### src/rtl/kwdt_pkg.sv
// Package: register offsets, key words and posted-register indices shared
// by the keyed watchdog modules. Assumes an 8-bit byte offset space.
package kwdt_pkg;
    localparam logic [7:0] A_REV  = 8'h00;
    localparam logic [7:0] A_CTRL = 8'h24;
    localparam logic [7:0] A_CNT  = 8'h28;
    localparam logic [7:0] A_LOAD = 8'h2C;
    localparam logic [7:0] A_TRIG = 8'h30;
    localparam logic [7:0] A_PEND = 8'h34;
    localparam logic [7:0] A_KEY  = 8'h48;

    localparam int unsigned NPOST  = 4;
    localparam int unsigned P_CTRL = 0;
    localparam int unsigned P_LOAD = 1;
    localparam int unsigned P_TRIG = 2;
    localparam int unsigned P_KEY  = 3;

    localparam logic [31:0] KEY_STOP1  = 32'h0000_AAAA;
    localparam logic [31:0] KEY_STOP2  = 32'h0000_5555;
    localparam logic [31:0] KEY_START1 = 32'h0000_BBBB;
    localparam logic [31:0] KEY_START2 = 32'h0000_4444;

    typedef enum logic [1:0] {KS_IDLE, KS_STOP1, KS_START1} key_st_t;

    // Bus offset of each posted register.
    function automatic logic [7:0] post_addr(int unsigned i);
        case (i)
            P_CTRL:  return A_CTRL;
            P_LOAD:  return A_LOAD;
            P_TRIG:  return A_TRIG;
            default: return A_KEY;
        endcase
    endfunction

    // Bit position of each posted register in the pending status word.
    function automatic int unsigned stat_pos(int unsigned i);
        case (i)
            P_CTRL:  return 0;
            P_LOAD:  return 2;
            P_TRIG:  return 3;
            default: return 4;
        endcase
    endfunction
endpackage

### src/rtl/kwdt_bus.sv
// Bus front end: holds each posted register and its pending flag, and
// releases the value into the counter domain on the next slow tick. It
// decodes reads combinationally. A write in the same cycle as a tick keeps
// the register pending.
module kwdt_bus #(
    parameter int unsigned DW  = 32,
    parameter int unsigned PW  = 3,
    parameter logic [7:0]  REV = 8'h21
) (
    input  logic          clk,
    input  logic          rst_n,
    input  logic          tick,
    input  logic          we,
    input  logic [7:0]    addr,
    input  logic [DW-1:0] wdata,
    input  logic [DW-1:0] cnt,
    output logic [DW-1:0] rdata,
    output logic          ap_ctrl,
    output logic          ap_load,
    output logic          ap_trig,
    output logic          ap_key,
    output logic [DW-1:0] h_ctrl,
    output logic [DW-1:0] h_load,
    output logic [DW-1:0] h_trig,
    output logic [DW-1:0] h_key
);
    import kwdt_pkg::*;

    localparam logic [DW-1:0] CTRL_MASK = DW'(((1 << (PW + 1)) - 1) << 2);

    logic [DW-1:0] hold   [NPOST];
    logic          pend_q [NPOST];
    logic          hit    [NPOST];
    logic          apply  [NPOST];

    for (genvar i = 0; i < NPOST; i++) begin : g_post
        assign hit[i]   = we && (addr == post_addr(i));
        assign apply[i] = pend_q[i] && tick && !hit[i];

        // Capture a bus write and track whether it still awaits transfer.
        always_ff @(posedge clk) begin
            if (!rst_n) begin
                hold[i]   <= '0;
                pend_q[i] <= 1'b0;
            end else if (hit[i]) begin
                hold[i]   <= wdata;
                pend_q[i] <= 1'b1;
            end else if (tick) begin
                pend_q[i] <= 1'b0;
            end
        end

        a_r2_pend_set: assert property (@(posedge clk) disable iff (!rst_n)
            hit[i] |=> pend_q[i]);
        a_r2_pend_clear: assert property (@(posedge clk) disable iff (!rst_n)
            (tick && pend_q[i] && !hit[i]) |=> !pend_q[i]);
    end

    assign ap_ctrl = apply[P_CTRL];
    assign ap_load = apply[P_LOAD];
    assign ap_trig = apply[P_TRIG];
    assign ap_key  = apply[P_KEY];
    assign h_ctrl  = hold[P_CTRL];
    assign h_load  = hold[P_LOAD];
    assign h_trig  = hold[P_TRIG];
    assign h_key   = hold[P_KEY];

    // Read multiplexer over the register map.
    always_comb begin
        rdata = '0;
        case (addr)
            A_REV:  rdata = DW'(REV);
            A_CTRL: rdata = hold[P_CTRL] & CTRL_MASK;
            A_CNT:  rdata = cnt;
            A_LOAD: rdata = hold[P_LOAD];
            A_TRIG: rdata = hold[P_TRIG];
            A_KEY:  rdata = hold[P_KEY];
            A_PEND: for (int i = 0; i < NPOST; i++) rdata[stat_pos(i)] = pend_q[i];
            default: rdata = '0;
        endcase
    end
endmodule

### src/rtl/kwdt_key.sv
// Key sequencer: tracks the two-word start and stop sequences over the
// transferred start/stop words and holds the run state. It assumes one
// transfer per slow tick. Any unrelated word returns it to idle.
module kwdt_key #(
    parameter int unsigned DW = 32
) (
    input  logic          clk,
    input  logic          rst_n,
    input  logic          apply,
    input  logic [DW-1:0] word,
    output logic          running
);
    import kwdt_pkg::*;

    key_st_t st_q;

    // Advance the sequence on each transferred word and update the run state.
    always_ff @(posedge clk) begin
        if (!rst_n) begin
            st_q    <= KS_IDLE;
            running <= 1'b1;
        end else if (apply) begin
            st_q <= KS_IDLE;
            if (word == DW'(KEY_STOP1))       st_q <= KS_STOP1;
            else if (word == DW'(KEY_START1)) st_q <= KS_START1;
            else if (word == DW'(KEY_STOP2) && st_q == KS_STOP1)   running <= 1'b0;
            else if (word == DW'(KEY_START2) && st_q == KS_START1) running <= 1'b1;
        end
    end

    a_r4_run_needs_key: assert property (@(posedge clk) disable iff (!rst_n)
        !apply |=> $stable(running));
    a_r5_no_partial: assert property (@(posedge clk) disable iff (!rst_n)
        (apply && st_q == KS_IDLE) |=> $stable(running));
    a_r3_stop_done: assert property (@(posedge clk) disable iff (!rst_n)
        (apply && st_q == KS_STOP1 && word == DW'(KEY_STOP2)) |=> !running);
endmodule

### src/rtl/kwdt_count.sv
// Counter domain: holds the transferred control, load and trigger values,
// divides the slow tick with the prescaler, runs the up-counter and flags
// overflow. It assumes tick is never high in two consecutive cycles.
module kwdt_count #(
    parameter int unsigned DW = 32,
    parameter int unsigned PW = 3
) (
    input  logic          clk,
    input  logic          rst_n,
    input  logic          tick,
    input  logic          running,
    input  logic          ctrl_ap,
    input  logic [PW:0]   ctrl_val,
    input  logic          load_ap,
    input  logic [DW-1:0] load_val,
    input  logic          trig_ap,
    input  logic [DW-1:0] trig_val,
    output logic [DW-1:0] cnt,
    output logic          rst_req
);
    localparam int unsigned PCW = (1 << PW) - 1;

    logic          pre_en;
    logic [PW-1:0] ratio;
    logic [DW-1:0] load_q, trig_q, load_eff;
    logic [PCW-1:0] pcnt, mask;
    logic          reload, hold_pc, step;

    assign load_eff = load_ap ? load_val : load_q;
    assign reload   = trig_ap && (trig_val != trig_q);
    assign hold_pc  = reload || ctrl_ap;
    assign mask     = PCW'((1 << ratio) - 1);
    assign step     = tick && running && !hold_pc && (!pre_en || pcnt == mask);

    // Latch the configuration values transferred from the bus side.
    always_ff @(posedge clk) begin
        if (!rst_n) begin
            pre_en <= 1'b0;
            ratio  <= '0;
            load_q <= '0;
            trig_q <= '0;
        end else begin
            if (ctrl_ap) {pre_en, ratio} <= ctrl_val;
            if (load_ap) load_q <= load_val;
            if (trig_ap) trig_q <= trig_val;
        end
    end

    // Prescale phase: restart on reload or control change, else count ticks.
    always_ff @(posedge clk) begin
        if (!rst_n)                  pcnt <= '0;
        else if (hold_pc)            pcnt <= '0;
        else if (tick && running)    pcnt <= step ? '0 : pcnt + 1'b1;
    end

    // Main counter with trigger reload and overflow reload plus reset pulse.
    always_ff @(posedge clk) begin
        if (!rst_n) begin
            cnt     <= '0;
            rst_req <= 1'b0;
        end else begin
            rst_req <= step && (cnt == '1);
            if (reload)    cnt <= load_eff;
            else if (step) cnt <= (cnt == '1) ? load_eff : cnt + 1'b1;
        end
    end

    a_r7_step_inc: assert property (@(posedge clk) disable iff (!rst_n)
        (step && cnt != '1) |=> cnt == $past(cnt) + 1'b1);
    a_r8_wrap_reload: assert property (@(posedge clk) disable iff (!rst_n)
        (step && cnt == '1) |=> (rst_req && cnt == $past(load_eff)));
    a_r8_one_cycle: assert property (@(posedge clk) disable iff (!rst_n)
        rst_req |=> !rst_req);
    a_r3_frozen: assert property (@(posedge clk) disable iff (!rst_n)
        (!running && !reload) |=> $stable(cnt));
    a_r6_reload: assert property (@(posedge clk) disable iff (!rst_n)
        reload |=> cnt == $past(load_eff));
endmodule

### src/rtl/kwdt_top.sv
// Keyed watchdog top: connects the bus front end, key sequencer and
// counter domain. The slow tick is a one-cycle enable in the bus clock.
module kwdt_top #(
    parameter int unsigned DW  = 32,
    parameter int unsigned PW  = 3,
    parameter logic [7:0]  REV = 8'h21
) (
    input  logic          clk,
    input  logic          rst_n,
    input  logic          tick,
    input  logic          bus_we,
    input  logic [7:0]    bus_addr,
    input  logic [DW-1:0] bus_wdata,
    output logic [DW-1:0] bus_rdata,
    output logic          rst_req
);
    logic          ap_ctrl, ap_load, ap_trig, ap_key, running;
    logic [DW-1:0] h_ctrl, h_load, h_trig, h_key, cnt;

    kwdt_bus #(.DW(DW), .PW(PW), .REV(REV)) u_bus (
        .clk(clk), .rst_n(rst_n), .tick(tick), .we(bus_we), .addr(bus_addr),
        .wdata(bus_wdata), .cnt(cnt), .rdata(bus_rdata),
        .ap_ctrl(ap_ctrl), .ap_load(ap_load), .ap_trig(ap_trig), .ap_key(ap_key),
        .h_ctrl(h_ctrl), .h_load(h_load), .h_trig(h_trig), .h_key(h_key)
    );

    kwdt_key #(.DW(DW)) u_key (
        .clk(clk), .rst_n(rst_n), .apply(ap_key), .word(h_key), .running(running)
    );

    kwdt_count #(.DW(DW), .PW(PW)) u_count (
        .clk(clk), .rst_n(rst_n), .tick(tick), .running(running),
        .ctrl_ap(ap_ctrl), .ctrl_val(h_ctrl[2 +: PW + 1]),
        .load_ap(ap_load), .load_val(h_load),
        .trig_ap(ap_trig), .trig_val(h_trig),
        .cnt(cnt), .rst_req(rst_req)
    );

    a_tick_spacing: assert property (@(posedge clk) disable iff (!rst_n)
        tick |=> !tick);
endmodule

### config.mk
export PLATFORM = sky130hd
export DESIGN_NAME = kwdt_top
export DESIGN_NICKNAME = d
export VERILOG_FILES = /design/src/rtl/kwdt_pkg.sv /design/src/rtl/kwdt_bus.sv /design/src/rtl/kwdt_key.sv /design/src/rtl/kwdt_count.sv /design/src/rtl/kwdt_top.sv
export SDC_FILE = /design/constraint.sdc
export NUM_CORES = 1
export LEC_CHECK = 0
export BUFFER_PORTS_ARGS = -buffer_cell sky130_fd_sc_hd__buf_4
export CORE_UTILIZATION = 41
export CTS_CLUSTER_DIAMETER = 30
export DETAILED_ROUTE_END_ITERATION = 6
export GPL_TIMING_DRIVEN = 0
export SLEW_MARGIN = 20
export SYNTH_ARGS = -nofsm -noshare
export SYNTH_HDL_FRONTEND = slang
export SYNTH_SLANG_ARGS = --single-unit
### constraint.sdc
create_clock -name clk -period 4 [get_ports clk]
set_input_delay 0.4 -clock clk [delete_from_list [all_inputs] [get_ports clk]]
set_output_delay 0.4 -clock clk [all_outputs]
set_load 0.05 [all_outputs]
==> metrics.txt, run 1 <==
# TYPE chip_impl_metric gauge
chip_impl_metric{name="reg2reg_slack",unit="ns"} 0.33
chip_impl_metric{name="yosysWarnings",unit=""} 0
chip_impl_metric{name="detail_route.vias_per_cell",unit=""} 5.72
chip_impl_metric{name="timing.slew.headroom",unit="%"} 38.5
chip_impl_info{name="min_path_type",value="in2reg"} 1
chip_impl_metric{name="gr-total-overflow",unit=""} 0
chip_impl_metric{name="fmaxAchievable",unit="MHz"} 273
chip_impl_metric{name="drt_first_pass_iters",unit=""} 6
chip_impl_metric{name="layout.cell_area.non_filler",unit="sq um"} 13000
chip_impl_metric{name="synth.top_cell.area_share",unit="%"} 29.8
chip_impl_metric{name="final_layout_size_suffix_gt1_share",unit="%"} 16.9
chip_impl_info{name="critical-path-slowest-cell",value="sky130_fd_sc_hd__clkbuf_1"} 1
chip_impl_metric{name="fin_util",unit="%"} 52.8
chip_impl_metric{name="ys_seq_elements",unit=""} 215
chip_impl_info{name="synth.area.top_cells",value="sky130_fd_sc_hd__edfxtp_1, sky130_fd_sc_hd__dfxtp_1, sky130_fd_sc_hd__and2_1"} 1
chip_impl_metric{name="whs",unit="ns"} 0.148
chip_impl_metric{name="pin_count_of_the_biggest_net_entering_global_routing",unit=""} 33
chip_impl_info{name="yosys.cell_count.top_type",value="sky130_fd_sc_hd__nand2_1"} 1
chip_impl_metric{name="detailed_place_hpwl",unit="um"} 25300
chip_impl_info{name="dominantRegCellSynth",value="sky130_fd_sc_hd__dfxtp_1"} 1
chip_impl_metric{name="timing_worst_slew_pin_value",unit="ns"} 0.923
chip_impl_metric{name="max-vdd-ir-drop",unit="mV"} 0.353
chip_impl_metric{name="arrival",unit="ns"} 4.08
chip_impl_metric{name="dr_total_vias",unit=""} 8740
chip_impl_metric{name="drt_wl_total",unit="um"} 33800
chip_impl_metric{name="fin_nets",unit=""} 1212
chip_impl_info{name="crit_path_cell_trace",value="clkbuf_1, or3_1, ha_1, clkbuf_1, xnor2_1, and4_1, o311a_1, o22a_1, nand3_2, clkbuf_1, nor3_1, a2111oi_1"} 1
chip_impl_metric{name="placedInstanceArea",unit="sq um"} 11400
chip_impl_metric{name="power.leakage",unit="nW"} 5.07
chip_impl_metric{name="worstRegToRegCells",unit=""} 12
chip_impl_metric{name="clock_sink_count",unit=""} 215
chip_impl_metric{name="multi_input_area",unit="sq um"} 4720
chip_impl_metric{name="synth.yosys.seq_area_share",unit="%"} 51.3
chip_impl_info{name="rsz_0062_raised_after_global_routing",value="false"} 1
chip_impl_info{name="hold-path-endpoint",value="u_bus.hold[1][8]"} 1
chip_impl_metric{name="clock_transition_at_path_regs",unit="ns"} 0.05
chip_impl_info{name="destination_of_the_worst_register_to_register_timing_path",value="u_count.cnt[17]"} 1
chip_impl_metric{name="placeableCoreArea",unit="sq um"} 24600
chip_impl_metric{name="initial_utilization",unit="%"} 42.2
chip_impl_metric{name="syn-mean-instance-area",unit="sq um"} 9.98
chip_impl_metric{name="finalMaxSlewViolations",unit=""} 0
chip_impl_metric{name="number_of_distinct_library_cells_after_synthesis",unit=""} 81
chip_impl_metric{name="hold_path_depth",unit=""} 2
chip_impl_metric{name="worst_ep_required_time",unit="ns"} 4.41
chip_impl_metric{name="area_taken_by_flip_flops_and_latches",unit="sq um"} 5340
chip_impl_info{name="worstHoldStart",value="bus_wdata[8]"} 1
chip_impl_metric{name="placementRows",unit=""} 57
chip_impl_metric{name="timing.max_cap.violations",unit=""} 0
chip_impl_info{name="timing.critical_path.from_type",value="register"} 1
chip_impl_metric{name="hold_viol",unit=""} 0
chip_impl_metric{name="area_delta_synth_final",unit="%"} 25.1
chip_impl_metric{name="power.density",unit="nW/um^2"} 510
chip_impl_metric{name="max_stage_delay",unit="ns"} 0.54
chip_impl_metric{name="critPathMaxFanout",unit=""} 10
chip_impl_metric{name="syn-num-nets",unit=""} 1088
chip_impl_metric{name="track_usage",unit="%"} 26.1
chip_impl_metric{name="synth_enable_flop_cells",unit=""} 103
chip_impl_metric{name="post_cts_hold_buffer_count",unit=""} 0
chip_impl_metric{name="clock_path_buffers",unit=""} 3
chip_impl_metric{name="route.detailed.drc",unit=""} 0
chip_impl_metric{name="dp_slack",unit="ns"} 0.343
chip_impl_metric{name="initialDrtViolationCount",unit=""} 921
chip_impl_info{name="leading_cell_types_by_count_after_synthesis",value="sky130_fd_sc_hd__nand2_1, sky130_fd_sc_hd__dfxtp_1, sky130_fd_sc_hd__and2_1"} 1
chip_impl_info{name="cpMostUsedCell",value="sky130_fd_sc_hd__clkbuf_1"} 1
chip_impl_metric{name="syn-instance-count",unit=""} 1041
chip_impl_metric{name="dieHeight",unit="um"} 161
chip_impl_metric{name="number_of_antenna_violations_at_the_first_check_in_global_routing",unit=""} 0
chip_impl_metric{name="cts_max_level",unit=""} 2
chip_impl_metric{name="fill_cells",unit=""} 2258
chip_impl_metric{name="die_x",unit="um"} 161
chip_impl_metric{name="port_buffers",unit=""} 72
chip_impl_metric{name="final_weighted_congestion_of_routability_driven_global_placement",unit=""} 0.975
chip_impl_metric{name="clock_skew",unit="ns"} 0.0386
chip_impl_info{name="timing.setup.critical_path_class",value="reg2reg"} 1
chip_impl_metric{name="layout_min_cycle_time",unit="ns"} 3.67
chip_impl_metric{name="numCtsBuffers",unit=""} 49
chip_impl_metric{name="postcts_setup_bufs",unit=""} 0
chip_impl_info{name="clk_root_buffer_cell",value="sky130_fd_sc_hd__clkbuf_16"} 1
chip_impl_metric{name="syn-cell-area",unit="sq um"} 10400
chip_impl_metric{name="final.setup.tns",unit="ns"} 0
chip_impl_metric{name="antennaDiodeCount",unit=""} 0
chip_impl_info{name="cts_tree",value="yes"} 1
chip_impl_metric{name="synthArstFlopShare",unit="%"} 0
chip_impl_metric{name="ctsResizeCount",unit=""} 0
chip_impl_metric{name="grt_pass1_vias",unit=""} 8322
chip_impl_metric{name="postRouteAntennaNets",unit=""} 0
chip_impl_metric{name="routedWlPerCell",unit="um"} 22.1
chip_impl_info{name="critical_path.endpoint_type",value="register"} 1
chip_impl_info{name="run_status",value="completed"} 1
chip_impl_metric{name="worstSkewPairLatency",unit="ns"} 0.56
chip_impl_metric{name="floorplan.io_pins",unit=""} 77
chip_impl_metric{name="first_pass_grt_wire_length",unit="um"} 50500
chip_impl_metric{name="post-route-period-util",unit="%"} 91.7
chip_impl_metric{name="final_critical_path_setup_slack",unit="ns"} 0.331
chip_impl_metric{name="die-area",unit="sq um"} 26000
chip_impl_metric{name="final-setup-viol-count",unit=""} 0
chip_impl_info{name="synth.largest_area_cell",value="sky130_fd_sc_hd__edfxtp_1"} 1
chip_impl_info{name="r2r_start",value="u_count.ratio[2]"} 1
kinds of logic after synthesis:
logic type	synth area share (%)
AOI/OAI and AO/OA	13.8
xor gates and xnor gates	3.88
adders and majority gates	0.361
buffers and inverters	3.36
DFF	51.3
muxes	3.80
and+or+nand+nor	23.4
layout by cell type, fill, tap and decap left out, types with 12 or more instances in the layout:
| master | n |
|---|---|
| sky130_fd_sc_hd__nand2_1 | 174 |
| sky130_fd_sc_hd__xor2_1 | 37 |
| sky130_fd_sc_hd__nand4_1 | 18 |
| sky130_fd_sc_hd__buf_4 | 74 |
| sky130_fd_sc_hd__buf_2 | 12 |
| sky130_fd_sc_hd__dfxtp_1 | 112 |
| sky130_fd_sc_hd__nor3_1 | 20 |
| sky130_fd_sc_hd__a21oi_1 | 53 |
| sky130_fd_sc_hd__clkbuf_16 | 49 |
| sky130_fd_sc_hd__o21ai_0 | 16 |
| sky130_fd_sc_hd__edfxtp_1 | 103 |
| sky130_fd_sc_hd__a211oi_1 | 17 |
| sky130_fd_sc_hd__a222oi_1 | 27 |
| sky130_fd_sc_hd__and2_1 | 107 |
| sky130_fd_sc_hd__nor2_1 | 49 |
| sky130_fd_sc_hd__clkbuf_1 | 60 |
| sky130_fd_sc_hd__nor4_1 | 29 |
| sky130_fd_sc_hd__mux2i_1 | 35 |
| sky130_fd_sc_hd__nand3_1 | 18 |
area by class of cell:
type,count,share of cell area [%]
Timing Repair Buffer,73,4.31
Clock inverter,29,2.33
Buffer,71,2.40
Sequential cell,215,41.0
Tap cell,324,3.12
Multi-Input combinational cell,745,36.3
Clock buffer,62,10.2
Inverter,10,0.289
per-layer routing:
layer	routed length (um)	share of wire [%]	global-route usage [%]
met5	0	0	0
met4	1070	3.2	10.7
met3	2550	7.5	3.75
met2	15400	46	41.0
met1	14800	44	36.1
worst max-delay path, delay by kind of cell, from the launching register on:
family	cells	cell delay, ns
compound gates	3	0.92
xor+xnor	1	0.18
fa+ha+maj	1	0.19
buf+inv	3	0.91
flops	1	0.29
simple gates	4	1.01
through the flow:
| stage | cells | power (mW) |
|---|---|---|
| final | 1529 | 6.64 |
| after global routing | 1529 | 6.81 |
| after CTS | 1529 | 6.67 |
| after detailed placement | 1438 | 2.80 |
| after global placement | 1437 | 2.80 |
| after floorplan | 1041 | 2.64 |
power by group:
part           internal [mW]  switching (mW)
clock                   2.59            1.27
sequential              2.38          0.0714
combinational          0.106           0.207
flip-flops by register name, summed over array words and instances, names as in the netlist, 2 cells and up:
signal and flops:
u_count.pcnt 7, u_bus.pend_q 4, u_count.load_q 32, u_count.trig_q 32, u_bus.hold 100, u_key.st_q 2
u_count.cnt 32, u_count.ratio 3
worst max-delay path by stage:
| stage | startpoint | end | slack (ns) | cells past startpoint |
|---|---|---|---|---|
| final | u_count.ratio[2] | u_count.cnt[17] | 0.33 | 12 |
| after global routing | u_count.ratio[2] | u_count.cnt[24] | 0.16 | 12 |
| after CTS | u_count.ratio[2] | u_count.cnt[17] | 0.38 | 12 |
| after detailed placement | bus_addr[3] | u_count.rst_req | 0.34 | 10 |
| after global placement | bus_addr[4] | u_bus.hold[1][19] | 0.24 | 7 |
| after floorplan | u_count.ratio[2] | u_count.cnt[21] | 0.96 | 12 |
No activity file was read; power rests on OpenSTA's default activity.
==> run 2, diff against run 1 <==
--- a/config.mk
+++ b/config.mk
@@ -5,10 +5,11 @@
 export SDC_FILE = /design/constraint.sdc
 export NUM_CORES = 1
 export LEC_CHECK = 0
-export BUFFER_PORTS_ARGS = -buffer_cell sky130_fd_sc_hd__buf_4
-export CORE_UTILIZATION = 41
+export CORE_ASPECT_RATIO = 1.25
+export CORE_UTILIZATION = 50
 export CTS_CLUSTER_DIAMETER = 30
 export DETAILED_ROUTE_END_ITERATION = 6
+export DONT_BUFFER_PORTS = 1
 export GPL_TIMING_DRIVEN = 0
 export SLEW_MARGIN = 20
 export SYNTH_ARGS = -nofsm -noshare
==> run 2 against run 1 <==
  * Via count is 3.5% lower
  * Sequential power about the same
  * Register-to-register slack better by 0.098 ns
  * Clock power shrank 13%
  * Setup slack improved by 0.098 ns
  * Total power is 8.3% lower
  * Cell area is 6.6% lower
  * Global-route usage grew 5.6 points
  * Highest routed layer unchanged
  * Utilization grew 7.1 points
==> metrics.txt, run 2 (synthesis results as in run 1) <==
# TYPE chip_impl_metric gauge
chip_impl_metric{name="placementRows",unit=""} 58
chip_impl_metric{name="track_usage",unit="%"} 31.8
chip_impl_metric{name="detailed_place_hpwl",unit="um"} 24700
chip_impl_metric{name="hold_viol",unit=""} 0
chip_impl_metric{name="post_cts_hold_buffer_count",unit=""} 0
chip_impl_metric{name="worstRegToRegCells",unit=""} 12
chip_impl_metric{name="worst-path-stages",unit=""} 12
chip_impl_metric{name="timing.slew.headroom",unit="%"} 36.5
chip_impl_info{name="run_status",value="completed"} 1
chip_impl_metric{name="fin_nets",unit=""} 1133
chip_impl_info{name="rsz_0062_raised_after_global_routing",value="false"} 1
chip_impl_metric{name="postcts_setup_bufs",unit=""} 0
chip_impl_metric{name="final.setup.tns",unit="ns"} 0
chip_impl_metric{name="sum_of_buffers_and_inverters_on_the_critical_path",unit=""} 3
chip_impl_metric{name="grt_pass1_vias",unit=""} 8052
chip_impl_metric{name="drt_wl_total",unit="um"} 33100
chip_impl_metric{name="fmaxAchievable",unit="MHz"} 280
chip_impl_metric{name="clock_sink_count",unit=""} 215
chip_impl_metric{name="final-setup-viol-count",unit=""} 0
chip_impl_info{name="critical_path.endpoint_type",value="register"} 1
chip_impl_metric{name="clock_transition_at_path_regs",unit="ns"} 0.05
chip_impl_metric{name="cts_max_level",unit=""} 2
chip_impl_info{name="critical-path-slowest-cell",value="sky130_fd_sc_hd__clkbuf_1"} 1
chip_impl_metric{name="postRouteAntennaNets",unit=""} 0
chip_impl_info{name="mostFrequentLayoutCell",value="sky130_fd_sc_hd__nand2_1"} 1
chip_impl_metric{name="routedWlPerCell",unit="um"} 23.9
chip_impl_metric{name="drt_first_pass_iters",unit=""} 7
chip_impl_metric{name="largest_reg_flops",unit=""} 100
chip_impl_metric{name="floorplan.io_pins",unit=""} 77
chip_impl_metric{name="max_stage_delay",unit="ns"} 0.53
chip_impl_metric{name="numCtsBuffers",unit=""} 42
chip_impl_metric{name="final_layout_size_suffix_gt1_share",unit="%"} 11.1
chip_impl_info{name="critPathTopFamily",value="compound AO/OA/AOI/OAI gates"} 1
chip_impl_info{name="cts_tree",value="yes"} 1
chip_impl_metric{name="layout_min_cycle_time",unit="ns"} 3.57
chip_impl_info{name="regMostFlops",value="u_bus.hold"} 1
chip_impl_info{name="cpMostUsedCell",value="sky130_fd_sc_hd__clkbuf_1"} 1
chip_impl_metric{name="antennaDiodeCount",unit=""} 0
chip_impl_metric{name="power.leakage",unit="nW"} 4.58
chip_impl_metric{name="dieHeight",unit="um"} 163
chip_impl_metric{name="placeableCoreArea",unit="sq um"} 20200
chip_impl_metric{name="dr_total_vias",unit=""} 8433
chip_impl_metric{name="final_weighted_congestion_of_routability_driven_global_placement",unit=""} 0.956
chip_impl_info{name="timing.setup.critical_path_class",value="reg2reg"} 1
chip_impl_metric{name="route.detailed.drc",unit=""} 0
chip_impl_metric{name="ctsResizeCount",unit=""} 0
chip_impl_metric{name="timing_worst_slew_pin_value",unit="ns"} 0.952
chip_impl_metric{name="die-area",unit="sq um"} 21400
chip_impl_metric{name="post-layout-total-power",unit="mW"} 6.08
chip_impl_metric{name="die_x",unit="um"} 131
chip_impl_metric{name="post-route-period-util",unit="%"} 89.3
chip_impl_metric{name="timing.max_cap.violations",unit=""} 0
chip_impl_metric{name="number_of_antenna_violations_at_the_first_check_in_global_routing",unit=""} 0
chip_impl_metric{name="port_buffers",unit=""} 0
chip_impl_metric{name="clock_skew",unit="ns"} 0.0232
chip_impl_metric{name="initialDrtViolationCount",unit=""} 1082
chip_impl_info{name="timing.critical_path.from_type",value="register"} 1
chip_impl_info{name="min_path_type",value="in2reg"} 1
chip_impl_metric{name="area_delta_synth_final",unit="%"} 16.8
chip_impl_info{name="final_cell_mix",value="sky130_fd_sc_hd__nand2_1, sky130_fd_sc_hd__dfxtp_1, sky130_fd_sc_hd__and2_1"} 1
chip_impl_metric{name="power.density",unit="nW/um^2"} 501
chip_impl_metric{name="finalMaxSlewViolations",unit=""} 0
chip_impl_metric{name="worstSkewPairLatency",unit="ns"} 0.53
chip_impl_metric{name="detail_route.vias_per_cell",unit=""} 6.08
chip_impl_metric{name="critPathMaxFanout",unit=""} 10
chip_impl_metric{name="first_pass_grt_wire_length",unit="um"} 48900
chip_impl_metric{name="gr-total-overflow",unit=""} 0
chip_impl_info{name="clk_root_buffer_cell",value="sky130_fd_sc_hd__clkbuf_16"} 1
chip_impl_metric{name="pin_count_of_the_biggest_net_entering_global_routing",unit=""} 33
chip_impl_metric{name="clock_path_buffers",unit=""} 3
chip_impl_metric{name="worst_ep_required_time",unit="ns"} 4.41
chip_impl_metric{name="hold_path_depth",unit=""} 1
chip_impl_info{name="crit_path_cell_trace",value="clkbuf_1, or3_1, ha_1, clkbuf_1, xnor2_1, and4_1, o311a_1, o22a_1, nand3_2, clkbuf_1, o32ai_1, a211oi_1"} 1
chip_impl_metric{name="fill_cells",unit=""} 1747
chip_impl_metric{name="max-vdd-ir-drop",unit="mV"} 0.341
chip_impl_metric{name="arrival",unit="ns"} 3.99
chip_impl_metric{name="initial_utilization",unit="%"} 51.3
[run 2: path summary, 6_finish.rpt]
kind / from / slack, ns / to
setup / recovery: u_count.ratio[2] / 0.43 / u_count.cnt[19]
hold reg to reg: u_key.st_q[0] / 0.46 / u_key.st_q[0]
setup reg to reg: u_count.ratio[2] / 0.43 / u_count.cnt[19]
hold / removal: bus_wdata[9] / 0.07 / u_bus.hold[1][9]
[run 2: metal layers]
layer / wire, um / global-route usage, % / vias up
met4: 1140 / 12.1 / 0
met3: 2860 / 5.93 / 80
met2: 15800 / 51.9 / 427
li1: - / - / 3925
met5: 0 / 0 / -
met1: 13400 / 41.5 / 4001
[run 2: report_power, final]
part	total [mW]	switching (mW)	internal, mW	leakage (nW)
clock network	3.37	1.20	2.17	0.654
registers	2.45	0.0716	2.38	1.89
logic	0.263	0.184	0.0794	2.04
total	6.08	1.46	4.63	4.58
[run 2: final cells by class]
type	instances	area (sq um)	share of cell area, %
plain buffers	71	312	2.57
clock buffers	52	1180	9.73
clock inverters	23	186	1.54
inverters	10	37.5	0.309
multi-input cells	745	4720	38.9
flip-flops and latches	215	5340	43.9
well taps	270	338	2.78
repair buffers	1	27.5	0.227
[run 2: worst register-to-register path, stage by stage, from the launching register on]
cell	delay (ns)
sky130_fd_sc_hd__dfxtp_1	0.29
sky130_fd_sc_hd__clkbuf_1	0.19
sky130_fd_sc_hd__or3_1	0.41
sky130_fd_sc_hd__ha_1	0.19
sky130_fd_sc_hd__clkbuf_1	0.18
sky130_fd_sc_hd__xnor2_1	0.18
sky130_fd_sc_hd__and4_1	0.21
sky130_fd_sc_hd__o311a_1	0.31
sky130_fd_sc_hd__o22a_1	0.26
sky130_fd_sc_hd__nand3_2	0.24
sky130_fd_sc_hd__clkbuf_1	0.53
sky130_fd_sc_hd__o32ai_1	0.22
sky130_fd_sc_hd__a211oi_1	0.27
[run 2: through the flow]
step	hold slack [ns]	area (sq um)	setup slack [ns]	utilization, %	std cells
2_1_floorplan	0.432	10400	0.964	-	1041
3_3_place_gp	0.449	10700	0.357	53.0	1311
3_5_place_dp	0.454	10800	0.461	53.2	1312
4_1_cts	0.0571	12100	0.442	60.0	1387
5_1_grt	0.0653	12100	0.237	60.0	1387
6_report	0.0693	12100	0.429	60.0	1387
==> run 3, diff against run 2 <==
--- a/config.mk
+++ b/config.mk
@@ -6,11 +6,13 @@
 export NUM_CORES = 1
 export LEC_CHECK = 0
 export CORE_ASPECT_RATIO = 1.25
-export CORE_UTILIZATION = 50
+export CORE_UTILIZATION = 55
 export CTS_CLUSTER_DIAMETER = 30
 export DETAILED_ROUTE_END_ITERATION = 6
 export DONT_BUFFER_PORTS = 1
 export GPL_TIMING_DRIVEN = 0
+export PLACE_DENSITY = 0.7
+export SETUP_SLACK_MARGIN = 0.1
 export SLEW_MARGIN = 20
 export SYNTH_ARGS = -nofsm -noshare
 export SYNTH_HDL_FRONTEND = slang
==> run 3 against run 2 <==
  * The flow now finishes with violations (design-rule violations)
  * Clock-buffer cell count is 7 lower
  * First-iteration DRC count is 7.8% higher
  * Cell area is 0.35% higher
  * Highest routed layer unchanged
==> metrics.txt, run 3 (synthesis results as in run 1) <==
# TYPE chip_impl_metric gauge
chip_impl_info{name="run_status",value="complete, but fails checks"} 1
chip_impl_info{name="violations",value="design-rule violations"} 1
chip_impl_metric{name="placed_cells_incl_taps",unit=""} 1272
chip_impl_metric{name="finalMaxSlewViolations",unit=""} 0
chip_impl_metric{name="gr-total-overflow",unit=""} 0
chip_impl_info{name="timing.critical_path.from_type",value="register"} 1
chip_impl_metric{name="detailed_place_hpwl",unit="um"} 23900
chip_impl_metric{name="postRouteAntennaNets",unit=""} 0
chip_impl_metric{name="power.density",unit="nW/um^2"} 516
chip_impl_metric{name="drt_first_pass_iters",unit=""} 7
chip_impl_metric{name="routedWlPerCell",unit="um"} 24.6
chip_impl_metric{name="cts_max_level",unit=""} 2
chip_impl_metric{name="max-vdd-ir-drop",unit="mV"} 0.365
chip_impl_metric{name="hold_viol",unit=""} 0
chip_impl_metric{name="power.internal",unit="mW"} 4.83
chip_impl_metric{name="placedInstanceArea",unit="sq um"} 10800
chip_impl_metric{name="port_buffers",unit=""} 0
chip_impl_metric{name="worstSkewPairLatency",unit="ns"} 0.53
chip_impl_metric{name="postcts_setup_bufs",unit=""} 0
chip_impl_info{name="worstHoldStart",value="bus_wdata[10]"} 1
chip_impl_metric{name="final_layout_size_suffix_gt1_share",unit="%"} 11.3
chip_impl_metric{name="timing_worst_slew_pin_value",unit="ns"} 1.02
chip_impl_metric{name="antennaDiodeCount",unit=""} 0
chip_impl_metric{name="initialDrtViolationCount",unit=""} 1166
chip_impl_metric{name="clock_transition_at_path_regs",unit="ns"} 0.05
chip_impl_metric{name="placementRows",unit=""} 55
chip_impl_metric{name="track_usage",unit="%"} 34.3
chip_impl_metric{name="fin_cells",unit=""} 1346
chip_impl_info{name="r2r_start",value="u_bus.hold[2][20]"} 1
chip_impl_metric{name="fill_cells",unit=""} 1442
chip_impl_metric{name="p_clk_share",unit="%"} 56.6
chip_impl_metric{name="dr_total_vias",unit=""} 8710
chip_impl_metric{name="area_delta_synth_final",unit="%"} 17.2
chip_impl_metric{name="detail_route.vias_per_cell",unit=""} 6.47
chip_impl_metric{name="clock_skew",unit="ns"} 0.0213
chip_impl_info{name="min_path_type",value="in2reg"} 1
chip_impl_info{name="clk_root_buffer_cell",value="sky130_fd_sc_hd__clkbuf_16"} 1
chip_impl_metric{name="netSwitchingPower",unit="mW"} 1.45
chip_impl_metric{name="number_of_antenna_violations_at_the_first_check_in_global_routing",unit=""} 0
chip_impl_metric{name="critPathMaxFanout",unit=""} 10
chip_impl_metric{name="sw_frac_of_total",unit="%"} 23.1
chip_impl_info{name="rsz_0062_raised_after_global_routing",value="false"} 1
chip_impl_metric{name="ctsResizeCount",unit=""} 0
chip_impl_metric{name="final.setup.tns",unit="ns"} 0
chip_impl_metric{name="timing.max_cap.violations",unit=""} 0
chip_impl_metric{name="pin_count_of_the_biggest_net_entering_global_routing",unit=""} 27
chip_impl_info{name="start_point_of_the_critical_path",value="u_bus.hold[2][20]"} 1
chip_impl_metric{name="post-route-period-util",unit="%"} 90.4
chip_impl_metric{name="die-area",unit="sq um"} 19500
chip_impl_info{name="critical_path.endpoint_type",value="register"} 1
chip_impl_info{name="cts_tree",value="yes"} 1
chip_impl_metric{name="dieHeight",unit="um"} 156
chip_impl_metric{name="power.leakage",unit="nW"} 4.64
chip_impl_metric{name="die_x",unit="um"} 125
chip_impl_metric{name="floorplan.io_pins",unit=""} 77
chip_impl_metric{name="fmaxAchievable",unit="MHz"} 276
chip_impl_info{name="mostFrequentLayoutCell",value="sky130_fd_sc_hd__nand2_1"} 1
chip_impl_metric{name="grt_pass1_vias",unit=""} 8329
chip_impl_metric{name="fin_nets",unit=""} 1133
chip_impl_metric{name="largest_reg_flops",unit=""} 100
chip_impl_metric{name="power_frac_comb",unit="%"} 4.3
chip_impl_metric{name="worst_ep_required_time",unit="ns"} 4.40
chip_impl_metric{name="final_weighted_congestion_of_routability_driven_global_placement",unit=""} 0.973
chip_impl_metric{name="timing.slew.headroom",unit="%"} 31.5
chip_impl_metric{name="layout_min_cycle_time",unit="ns"} 3.62
chip_impl_metric{name="clock_sink_count",unit=""} 215
chip_impl_metric{name="clock_path_buffers",unit=""} 3
chip_impl_metric{name="power.share.sequential",unit="%"} 39.0
chip_impl_metric{name="numCtsBuffers",unit=""} 40
chip_impl_info{name="final_cell_mix",value="sky130_fd_sc_hd__nand2_1, sky130_fd_sc_hd__dfxtp_1, sky130_fd_sc_hd__and2_1"} 1
chip_impl_metric{name="first_pass_grt_wire_length",unit="um"} 49500
chip_impl_metric{name="arrival",unit="ns"} 4.02
chip_impl_metric{name="layout.cell_area.non_filler",unit="sq um"} 12200
chip_impl_metric{name="initial_utilization",unit="%"} 56.8
chip_impl_info{name="timing.setup.critical_path_class",value="reg2reg"} 1
chip_impl_metric{name="route.detailed.drc",unit=""} 3
chip_impl_metric{name="placeableCoreArea",unit="sq um"} 18300
chip_impl_metric{name="drt_wl_total",unit="um"} 33100
chip_impl_info{name="regMostFlops",value="u_bus.hold"} 1
chip_impl_metric{name="post_cts_hold_buffer_count",unit=""} 0
chip_impl_metric{name="final-setup-viol-count",unit=""} 0
run 3: worst paths after layout:
path                            end  slack, ns  depth (start not counted)
setup / recovery    u_count.rst_req       0.38                          8
hold / removal    u_bus.hold[3][10]       0.07                          1
setup reg to reg    u_count.rst_req       0.38                          8
hold reg to reg       u_key.st_q[0]       0.46                          2
run 3: power groups by stage:
stage                     Clock, mW  Combinational, mW  Sequential [mW]
after floorplan                   0              0.182             2.46
after global placement            0              0.254             2.49
after CTS                      3.58              0.268             2.45
final                          3.56              0.272             2.45
after global routing           3.70              0.288             2.46
after detailed placement          0              0.265             2.49
run 3: critical path, stage by stage, from the launching register on:
cell and delay (ns):
sky130_fd_sc_hd__edfxtp_1 0.48, sky130_fd_sc_hd__xor2_1 0.18, sky130_fd_sc_hd__nor4_1 0.41, sky130_fd_sc_hd__nand4_1 0.18
sky130_fd_sc_hd__o21ai_0 0.52, sky130_fd_sc_hd__buf_2 0.40, sky130_fd_sc_hd__clkbuf_1 0.56, sky130_fd_sc_hd__nand3_1 0.42
sky130_fd_sc_hd__nor4_1 0.33
run 3: final cells by class:
type                    count  area [sq um]  area share, %
multi-input cells         745          4720           38.7
clock inverters            29           378           3.10
clock buffers              45          1050           8.63
well taps                 228           285           2.34
inverters                  10          37.5          0.308
flip-flops and latches    215          5340           43.8
repair buffers              3          67.6          0.555
plain buffers              71           312           2.56
run 3: metal layers:
layer / share of wire, % / track usage, % / vias up
met3: 9.9 / 7.30 / 118
met4: 5.4 / 19.0 / 0
met5: 0 / 0 / -
met2: 46 / 55.4 / 525
li1: - / - / 3933
met1: 38 / 43.2 / 4134
run 3: stage by stage:
stage	utilization (%)	hold slack, ns	power [mW]	worst slack, ns
4_1_cts	66.5	0.0600	6.29	0.479
3_3_place_gp	58.3	0.444	2.75	0.290
3_5_place_dp	58.7	0.447	2.76	0.488
5_1_grt	66.5	0.0573	6.44	0.152
6_report	66.5	0.0674	6.29	0.383
2_1_floorplan	-	0.432	2.64	0.964
